==> src/rtl/dco_ref_pkg.sv <==
package dco_ref_pkg;
  typedef enum logic [1:0] {
    REF_LINE = 2'd0,
    REF_SYNC = 2'd1,
    REF_FREE = 2'd2
  } ref_sel_e;
endpackage

==> src/rtl/dco_sync_detect.sv <==
// Presence detector for the external sync input: a window counter restarted by each strobe.
module dco_sync_detect #(
  parameter int SYNC_WIN = 2048
) (
  input  logic clk,
  input  logic rst,
  input  logic sync_edge,
  output logic present
);
  localparam int CW = $clog2(SYNC_WIN + 1);

  logic [CW-1:0] age;

  always_ff @(posedge clk) begin
    if (rst) begin
      age     <= '0;
      present <= 1'b0;
    end else if (sync_edge) begin
      age     <= CW'(1);
      present <= 1'b1;
    end else if (present) begin
      if (age == CW'(SYNC_WIN)) present <= 1'b0;
      else                      age     <= age + CW'(1);
    end
  end

  p_edge_sets_r5: assert property (@(posedge clk) disable iff (rst)
    sync_edge |=> present);
  p_window_expiry_r5: assert property (@(posedge clk) disable iff (rst)
    (present && !sync_edge && age == CW'(SYNC_WIN)) |=> !present);
endmodule

==> src/rtl/dco_ref_select.sv <==
// Reference choice from mode, loss of signal and sync presence; divider ratio for the chosen rate.
module dco_ref_select
  import dco_ref_pkg::*;
#(
  parameter int DIV_T1 = 8,
  parameter int DIV_E1 = 6,
  parameter int DIV_8K = 64,
  parameter int RW     = 7
) (
  input  logic          clk,
  input  logic          rst,
  input  logic          mode_master,
  input  logic          no_autosw,
  input  logic          los,
  input  logic          sync_present,
  input  logic          fsel_e1,
  input  logic          fsel_8k,
  output ref_sel_e      sel,
  output logic          sel_chg,
  output logic [RW-1:0] ratio
);
  logic     use_master;
  ref_sel_e sel_d;
  logic [RW-1:0] line_ratio;

  assign use_master = mode_master | (los & ~no_autosw);

  always_comb begin
    if (!use_master)       sel_d = REF_LINE;
    else if (sync_present) sel_d = REF_SYNC;
    else                   sel_d = REF_FREE;
  end

  always_ff @(posedge clk) begin
    if (rst) begin
      sel     <= REF_LINE;
      sel_chg <= 1'b0;
    end else begin
      sel     <= sel_d;
      sel_chg <= (sel_d != sel);
    end
  end

  assign line_ratio = fsel_e1 ? RW'(DIV_E1) : RW'(DIV_T1);
  assign ratio      = (sel == REF_SYNC && fsel_8k) ? RW'(DIV_8K) : line_ratio;

  p_slave_line_r1: assert property (@(posedge clk) disable iff (rst)
    (!mode_master && !los) |=> sel == REF_LINE);
  p_los_fallback_r2: assert property (@(posedge clk) disable iff (rst)
    (!mode_master && los && !no_autosw) |=> sel != REF_LINE);
  p_no_autosw_r3: assert property (@(posedge clk) disable iff (rst)
    (!mode_master && no_autosw) |=> sel == REF_LINE);
  p_master_free_r4: assert property (@(posedge clk) disable iff (rst)
    (mode_master && !sync_present) |=> sel == REF_FREE);
endmodule

==> src/rtl/dco_phase_cmp.sv <==
// Divided-clock phase comparator with accumulator, change blanking and a held valid/ready result.
module dco_phase_cmp
  import dco_ref_pkg::*;
#(
  parameter int RW    = 7,
  parameter int ERR_W = 8,
  parameter int ACC_W = 16
) (
  input  logic             clk,
  input  logic             rst,
  input  logic [RW-1:0]    ratio,
  input  ref_sel_e         sel,
  input  logic             sel_chg,
  input  logic             line_edge,
  input  logic             sync_edge,
  input  logic             ready,
  output logic             wrap,
  output logic             ref_edge,
  output logic             valid,
  output logic [ERR_W-1:0] err,
  output logic [ACC_W-1:0] acc
);
  logic [RW-1:0]    div_cnt;
  logic [RW-1:0]    half;
  logic [ERR_W-1:0] err_now;
  logic [ACC_W-1:0] err_ext;
  logic             blank;

  assign wrap     = (div_cnt >= ratio - RW'(1));
  assign half     = ratio >> 1;
  assign ref_edge = (sel == REF_LINE) ? line_edge :
                    (sel == REF_SYNC) ? sync_edge : 1'b0;
  assign err_now  = (div_cnt < half) ? {1'b0, div_cnt}
                                     : ({1'b0, div_cnt} - {1'b0, ratio});
  assign err_ext  = {{(ACC_W-ERR_W){err_now[ERR_W-1]}}, err_now};

  always_ff @(posedge clk) begin
    if (rst) begin
      div_cnt <= '0;
      valid   <= 1'b0;
      err     <= '0;
      acc     <= '0;
      blank   <= 1'b0;
    end else begin
      div_cnt <= wrap ? '0 : div_cnt + RW'(1);
      if (sel_chg) begin
        valid <= 1'b0;
        acc   <= '0;
        blank <= 1'b1;
      end else begin
        if (valid && ready) valid <= 1'b0;
        if (ref_edge) begin
          if (blank) begin
            blank <= 1'b0;
          end else if (!valid || ready) begin
            valid <= 1'b1;
            err   <= err_now;
            acc   <= acc + err_ext;
          end
        end
      end
    end
  end

  p_hold_r7: assert property (@(posedge clk) disable iff (rst)
    (valid && !ready && !sel_chg) |=> (valid && $stable(err)));
  p_chg_drop_r10: assert property (@(posedge clk) disable iff (rst)
    sel_chg |=> (!valid && acc == '0));
  p_blank_quiet_r10: assert property (@(posedge clk) disable iff (rst)
    blank |-> !valid);
endmodule

==> src/rtl/dco_center_ctl.sv <==
// Re-center request: free run, or too many reference periods without a selected edge.
module dco_center_ctl
  import dco_ref_pkg::*;
#(
  parameter int GAP_PERIODS = 4
) (
  input  logic     clk,
  input  logic     rst,
  input  logic     wrap,
  input  logic     ref_edge,
  input  logic     sel_chg,
  input  ref_sel_e sel,
  input  logic     center_dis,
  output logic     recenter
);
  localparam int GW = $clog2(GAP_PERIODS + 1);

  logic [GW-1:0] gap;

  always_ff @(posedge clk) begin
    if (rst)                                    gap <= '0;
    else if (ref_edge || sel_chg)               gap <= '0;
    else if (wrap && gap != GW'(GAP_PERIODS))   gap <= gap + GW'(1);
  end

  assign recenter = !center_dis && (sel == REF_FREE || gap == GW'(GAP_PERIODS));

  p_edge_restarts_r8: assert property (@(posedge clk) disable iff (rst)
    ref_edge |=> gap == '0);
  p_gap_bound_r8: assert property (@(posedge clk) disable iff (rst)
    gap <= GW'(GAP_PERIODS));
endmodule

==> src/rtl/dco_ref_sel_ctl.sv <==
module dco_ref_sel_ctl
  import dco_ref_pkg::*;
#(
  parameter int SYNC_WIN    = 2048,
  parameter int DIV_T1      = 8,
  parameter int DIV_E1      = 6,
  parameter int DIV_8K      = 64,
  parameter int GAP_PERIODS = 4,
  parameter int ACC_W       = 16,
  localparam int DMAX  = (DIV_8K > DIV_E1) ? ((DIV_8K > DIV_T1) ? DIV_8K : DIV_T1)
                                           : ((DIV_E1 > DIV_T1) ? DIV_E1 : DIV_T1),
  localparam int RW    = $clog2(DMAX + 1),
  localparam int ERR_W = RW + 1
) (
  input  logic             clk,
  input  logic             rst,
  input  logic             mode_master,
  input  logic             no_autosw,
  input  logic             fsel_e1,
  input  logic             fsel_8k,
  input  logic             center_dis,
  input  logic             los,
  input  logic             line_edge,
  input  logic             sync_edge,
  input  logic             phase_ready,
  output logic [1:0]       ref_sel,
  output logic             free_run,
  output logic             recenter,
  output logic             phase_valid,
  output logic [ERR_W-1:0] phase_err,
  output logic [ACC_W-1:0] phase_acc
);
  logic          sync_present;
  ref_sel_e      sel;
  logic          sel_chg;
  logic [RW-1:0] ratio;
  logic          wrap;
  logic          ref_edge;

  dco_sync_detect #(.SYNC_WIN(SYNC_WIN)) sync_det_i (
    .clk(clk), .rst(rst), .sync_edge(sync_edge), .present(sync_present)
  );

  dco_ref_select #(.DIV_T1(DIV_T1), .DIV_E1(DIV_E1), .DIV_8K(DIV_8K), .RW(RW)) sel_i (
    .clk(clk), .rst(rst), .mode_master(mode_master), .no_autosw(no_autosw),
    .los(los), .sync_present(sync_present), .fsel_e1(fsel_e1), .fsel_8k(fsel_8k),
    .sel(sel), .sel_chg(sel_chg), .ratio(ratio)
  );

  dco_phase_cmp #(.RW(RW), .ERR_W(ERR_W), .ACC_W(ACC_W)) phase_i (
    .clk(clk), .rst(rst), .ratio(ratio), .sel(sel), .sel_chg(sel_chg),
    .line_edge(line_edge), .sync_edge(sync_edge), .ready(phase_ready),
    .wrap(wrap), .ref_edge(ref_edge), .valid(phase_valid),
    .err(phase_err), .acc(phase_acc)
  );

  dco_center_ctl #(.GAP_PERIODS(GAP_PERIODS)) center_i (
    .clk(clk), .rst(rst), .wrap(wrap), .ref_edge(ref_edge), .sel_chg(sel_chg),
    .sel(sel), .center_dis(center_dis), .recenter(recenter)
  );

  assign ref_sel  = sel;
  assign free_run = (sel == REF_FREE);

  p_free_flag_r4: assert property (@(posedge clk) disable iff (rst)
    (mode_master && !sync_present) |=> free_run);
endmodule

==> config.mk <==
export PLATFORM = sky130hd
export DESIGN_NAME = dco_ref_sel_ctl
export DESIGN_NICKNAME = d
export VERILOG_FILES = /design/src/rtl/dco_ref_pkg.sv /design/src/rtl/dco_sync_detect.sv /design/src/rtl/dco_ref_select.sv /design/src/rtl/dco_phase_cmp.sv /design/src/rtl/dco_center_ctl.sv /design/src/rtl/dco_ref_sel_ctl.sv
export SDC_FILE = /design/constraint.sdc
export NUM_CORES = 1
export LEC_CHECK = 0
export ABC_CLOCK_PERIOD_IN_PS = 9850
export BUFFER_PORTS_ARGS = -buffer_cell sky130_fd_sc_hd__buf_2
export CAP_MARGIN = 10
export CORE_MARGIN = 2
export CORE_UTILIZATION = 60
export CTS_CLUSTER_DIAMETER = 50
export DETAILED_ROUTE_END_ITERATION = 7
export PLACE_DENSITY = 0.8
export SETUP_SLACK_MARGIN = 0.15
export SLEW_MARGIN = 0
export SYNTH_ARGS = -nofsm -noshare
export SYNTH_HDL_FRONTEND = slang
export SYNTH_SLANG_ARGS = --single-unit
==> constraint.sdc <==
create_clock -name clk -period 9.85 [get_ports clk]
set_input_delay 0.4925 -clock clk [delete_from_list [all_inputs] [get_ports clk]]
set_output_delay 0.4925 -clock clk [all_outputs]
set_load 0.02 [all_outputs]
# ---- Yosys cells after proc, flatten, opt, wreduce, memory -nomap -nowiden
# Cells that the tools add are included.
dict set report word_totals {
  ff_bits 52
  in_bits 11
  out_inout_bits 29
  wordCells 71
}
dict set report classes {
  n_addsub 6
  n_lt_le_gt_ge 2
  eq_ne 7
  mux 19
  bitwise_logic 6
  reduce_logical 20
}
# operator n
set op_table {}
lappend op_table {{16-bit adder} 1}
lappend op_table {{1-bit two-way mux} 14}
lappend op_table {{12-bit by 1-bit adder with 12-bit output, second input constant} 1}
lappend op_table {{12-bit equality test, second input constant} 1}
lappend op_table {{8-bit two-way mux} 1}
lappend op_table {{2-bit OR reduction} 4}
lappend op_table {{7-bit by 7-bit subtractor with 8-bit output} 1}
lappend op_table {{7-bit by 1-bit adder with 7-bit output, second input constant} 1}
lappend op_table {{7-bit >= comparator} 1}
lappend op_table {{7-bit by 6-bit < comparator with 1-bit output} 1}
lappend op_table {{7-bit two-way mux} 1}
lappend op_table {{7-bit by 1-bit subtractor with 7-bit output, second input constant} 1}
lappend op_table {{1-bit logical AND} 4}
lappend op_table {{2-bit two-way mux} 2}
lappend op_table {{4-bit two-way mux} 1}
lappend op_table {{1-bit inverter} 4}
lappend op_table {{2-bit AND reduction} 2}
lappend op_table {{4-bit AND reduction} 1}
lappend op_table {{2-bit nonzero test} 2}
lappend op_table {{3-bit by 1-bit adder with 3-bit output, second input constant} 1}
lappend op_table {{3-bit equality test, second input constant} 1}
lappend op_table {{1-bit logical OR} 3}
lappend op_table {{3-bit inequality test, second input constant} 1}
lappend op_table {{3-bit AND reduction} 1}
lappend op_table {{other kinds (8)} 9}

# ---- Logic depth before layout (Yosys ltp)
dict set report logic_depth {
  ltp_word 6
  mapped_depth 16
  depth_no_buf 15
}

# ---- Cells and area by module
# A second synthesis with hierarchy kept.
dict set report unflattened {
  hier_cells 440
  hier_area_um2 3626.0
}
# module instances cells_each area_per_inst_um2 seq_area_each_um2
set modules_own_cells {}
lappend modules_own_cells {dco_phase_cmp 1 325 2602.5 660.6}
lappend modules_own_cells {dco_sync_detect 1 72 638.1 260.2}
lappend modules_own_cells {dco_center_ctl 1 21 201.4 60.1}
lappend modules_own_cells {dco_ref_select 1 21 170.2 60.1}
lappend modules_own_cells {dco_ref_sel_ctl 1 1 13.8 0.0}

# ---- Worst setup path after synthesis
# OpenSTA, ideal clock, no wires.
dict set report synth_timing {
  path_kind {register to register}
  startpoint {register sel_i.sel[1]}
  endpoint {register phase_i.acc[12]}
  setup_ps 79
  arrival_ps 3844
  required_time_ps 9771
  path_slack_ps 5927
  path_stages_with_launch 15
  path_buffers 0
  synth_period_minus_slack_ps 3923
  path_cell_list {dfxtp_1 nand3b_1 nand2_1 fa_1 a211oi_1 nand2b_1 a21o_1 nor2_1 ha_1 a2111oi_0 o21ai_0 a41oi_1 o21bai_1 a211o_1 o211ai_1}
}
dict set report synth_via {
  elab_chain_len 6
  elab_cells_between_ends 11
  classes_between {add/sub: 2; order compare: 1; eq/ne: 1; mux: 4; reduce/logical: 3}
}
# item line_no
set synth_rtl {}
lappend synth_rtl {{from (decl)} dco_ref_select.sv:18} ;# output ref_sel_e sel,
lappend synth_rtl {{from (signal assigned)} dco_ref_select.sv:39} ;# sel <= sel_d;
lappend synth_rtl {{2-bit by 1-bit equality test with 1-bit output (*)} dco_ref_select.sv:45} ;# assign ratio = (sel == REF_SYNC && fsel_8k) ? RW'(DIV_8K) : line_ratio;
lappend synth_rtl {{1-bit logical AND (*)} dco_ref_select.sv:45}
lappend synth_rtl {{7-bit two-way mux (*)} dco_ref_select.sv:45}
lappend synth_rtl {{7-bit by 7-bit subtractor with 8-bit output or 7-bit by 6-bit < comparator with 1-bit output (tied branches)} {dco_phase_cmp.sv:34, dco_phase_cmp.sv:33}}
lappend synth_rtl {{8-bit two-way mux (*)} dco_phase_cmp.sv:33} ;# assign err_now = (div_cnt < half) ? {1'b0, div_cnt}
lappend synth_rtl {{net phase_i.err_now[7]} dco_phase_cmp.sv:25} ;# logic [ERR_W-1:0] err_now;
lappend synth_rtl {{16-bit adder (*)} dco_phase_cmp.sv:58} ;# acc <= acc + err_ext;
lappend synth_rtl {{to (signal assigned)} dco_phase_cmp.sv:58}
lappend synth_rtl {{to (decl)} dco_phase_cmp.sv:21} ;# output logic [ACC_W-1:0] acc
# Mark *: on every way through the listed nets, which the timed path passes. The rest lies on a longest branch.
# A chain may end at the register's enable or synchronous reset.

# ---- Worst setup path after layout
# Ends and elaborated chain as after synthesis.

==> results.cfg <==
[status]
status = finished, final reports clean

[logic_synthesis]
synth-seq-cells = 52
synth_top_area_cell = dfxtp_1
synth.top_cell.area_share = 0.325
async_reset_ff_frac = 0
ys_seq_area_frac = 0.325
yosys_warnings = 0
synthesis.area_per_instance_um2 = 8.49
synth_flop_cell = dfxtp_1
synth_cells = 377
syn-num-nets = 420
synth-edff-count = 0
ys_types = 58
syn_area_um2 = 3200
ys_top_cells_by_area = dfxtp_1 (33%), ha_1 (12%), a21oi_1 (4.8%)

[place]
gp_congestion = 0.929
post_dp_cell_area_um2 = 3430
dp_hpwl_um = 5090
port_buffers = 39

[clock_tree]
cts_root_buf = clkbuf_8
cts_made_buffers = 5
ctsResizeCount = 0
clock-sinks = 52
cts_buffer_depth = 2
h-tree-depth = 2
cts_setup_buffers = 0
cts_tree = built
clk_latency_ps = 310
cts.hold.buffers_added = 0
clk_pin_slew_worst_paths_ps = 90

[layout]
mostFrequentLayoutCell = dfxtp_1
diodes = 0
multi_input_area_um2 = 2040
final.fill_count = 461
seqCellArea_um2 = 1040
mostFrequentLayoutCells = dfxtp_1 (52), buf_2 (39), nor2_1 (38), nand2_1 (33), a21oi_1 (31)
design_area_um2 = 3510
drive_above_1_share = 0.148
layout.nets = 454
postLayoutCoreUtil = 0.683
syn_to_final_growth_pct = 9.66

[worst_setup_path]
path_class = flip-flop to flip-flop
arrival_ps = 4590
slowest_delay_ps = 490
cp_slowest_cell = nor2_1
end_kind = flip-flop
start_kind = flip-flop
required_ps = 10090
path_cells = nand3b_1, nand2_1, fa_1, a211oi_1, nand2b_1, a21o_1, nor2_1, ha_1, a2111oi_0, o21ai_0, a41oi_1, o21bai_1, a211o_1, o211ai_1
cp_max_fo = 9

[routing]
post-route-drc-count = 0
final_antenna_net_count = 0
drt_iter0_drc = 134
viasPerCell = 5.85
first_pass_iters = 5
post_drt_wl_per_cell_um = 14.2
routed_wl_um = 6820
vias = 2814

[min_path]
hold_class = input pin to flip-flop

[timing]
fin_crit_ps = 4350
skew_ps = 5.97
period_share = 0.442
slew_viol_final = 0
finalSetupViolCount = 0
worst_slew_pin_slew_ps = 1000
report.final.hold_viol_count = 0
rsz0062_at_grt = false
relSlewSlack = 0.327
tns_ps = 0
max_freq_mhz = 230

[die]
ioPinCount = 40
coreArea_um2 = 5140
die_x_um = 77.0
start_util = 0.622
die_area_um2 = 5930
die_h_um = 77.0
row_count = 26

[power]
swShare = 0.329
power_density_nw_per_um2 = 136
peakVddDrop_mv = 0.0737
total_power_w = 0.000477
combPwrFrac = 0.272
pwr-share-clk = 0.244
power.internal_w = 0.000320
seq_power_share = 0.483
p_switching_w = 0.000157
total_leakage_power_nw = 1.55

[global_routing]
grt_pass1_vias = 2523
antenna_found_initial = 0
grt-ovfl-total = 0
track_usage = 0.227
grt_max_degree = 23
grt_pass1_wl_um = 11100

[run]
cap_viol_max_count = 0
critical path: cells and delay by family (launching register included):
kind,cells,cell delay [ps]
AND/OR/NAND/NOR,4,1060
AO/OA/AOI/OAI,8,1970
adder cells (fa/ha/maj),2,840
flip-flops,1,430
registers in the layout, indices dropped and copies added (netlist names):
register            count
phase_i.acc            16
sync_det_i.present      1
sync_det_i.age         12
phase_i.err             8
sel_i.sel               2
sel_i.sel_chg           1
phase_i.valid           1
phase_i.div_cnt         7
phase_i.blank           1
center_i.gap            3
power by group through the flow:
stage | registers, W | clock network [W] | logic (W)
final | 0.000231 | 0.000116 | 0.000130
after floorplan | 0.000241 | 0 | 0.0000930
after detailed placement | 0.000236 | 0 | 0.000129
after CTS | 0.000231 | 0.000118 | 0.000130
after global routing | 0.000232 | 0.000124 | 0.000144
after global placement | 0.000235 | 0 | 0.000126
final timing paths:
check                                   start                        endpoint  slack (ps)  cells past startpoint
hold / removal                      sync_edge  sync_det_i.age[0]$_SDFFE_PP0P_         460                      3
hold reg to reg   phase_i.acc[0]$_SDFFE_PP0P_     phase_i.acc[0]$_SDFFE_PP0P_         480                      2
setup / recovery      sel_i.sel[1]$_SDFF_PP0_    phase_i.acc[12]$_SDFFE_PP0P_        5500                     14
setup reg to reg      sel_i.sel[1]$_SDFF_PP0_    phase_i.acc[12]$_SDFFE_PP0P_        5500                     14
cells in the mapped netlist (6+ instances only):
master	count
nor2_1	38
xor2_1	13
mux2i_1	8
a21o_1	6
nand2_1	33
a211oi_1	7
a21oi_1	31
nor3_1	12
ha_1	30
clkbuf_1	8
o21ai_0	13
inv_1	17
nand3_1	13
dfxtp_1	52
xnor2_1	14
through the flow:
step,setup slack (ps),std cells,hold WS [ps]
after floorplan,5930,377,437
after global placement,5470,474,454
after detailed placement,5400,474,465
after CTS,5520,481,457
after global routing,5040,481,470
final,5500,481,462
kinds of logic after synthesis:
group / count (synthesis) / synth area share
fa+ha+maj: 32 / 0.130
flops: 52 / 0.325
xor+xnor: 27 / 0.0739
simple gates: 138 / 0.214
buf+inv: 29 / 0.0360
compound gates: 87 / 0.185
mux: 11 / 0.0356
other cells: 1 / 0.00117
final cells by class:
cell class,instances,share of cell area
Timing Repair Buffer,39,0.0556
Clock buffer,6,0.0207
Clock inverter,1,0.00143
Inverter,17,0.0182
Tap cell,70,0.0250
Multi-Input combinational cell,296,0.582
Sequential cell,52,0.297
layer usage:
| metal | up-vias | GRT usage | part of all wire |
|---|---|---|---|
| met5 | - | 0 | 0 |
| met4 | 0 | 0.0821 | 0.017 |
| met3 | 10 | 0.0353 | 0.050 |
| met2 | 70 | 0.390 | 0.48 |
| met1 | 1320 | 0.289 | 0.46 |
| li1 | 1414 | - | - |
No activity file was read; power rests on OpenSTA's default activity.
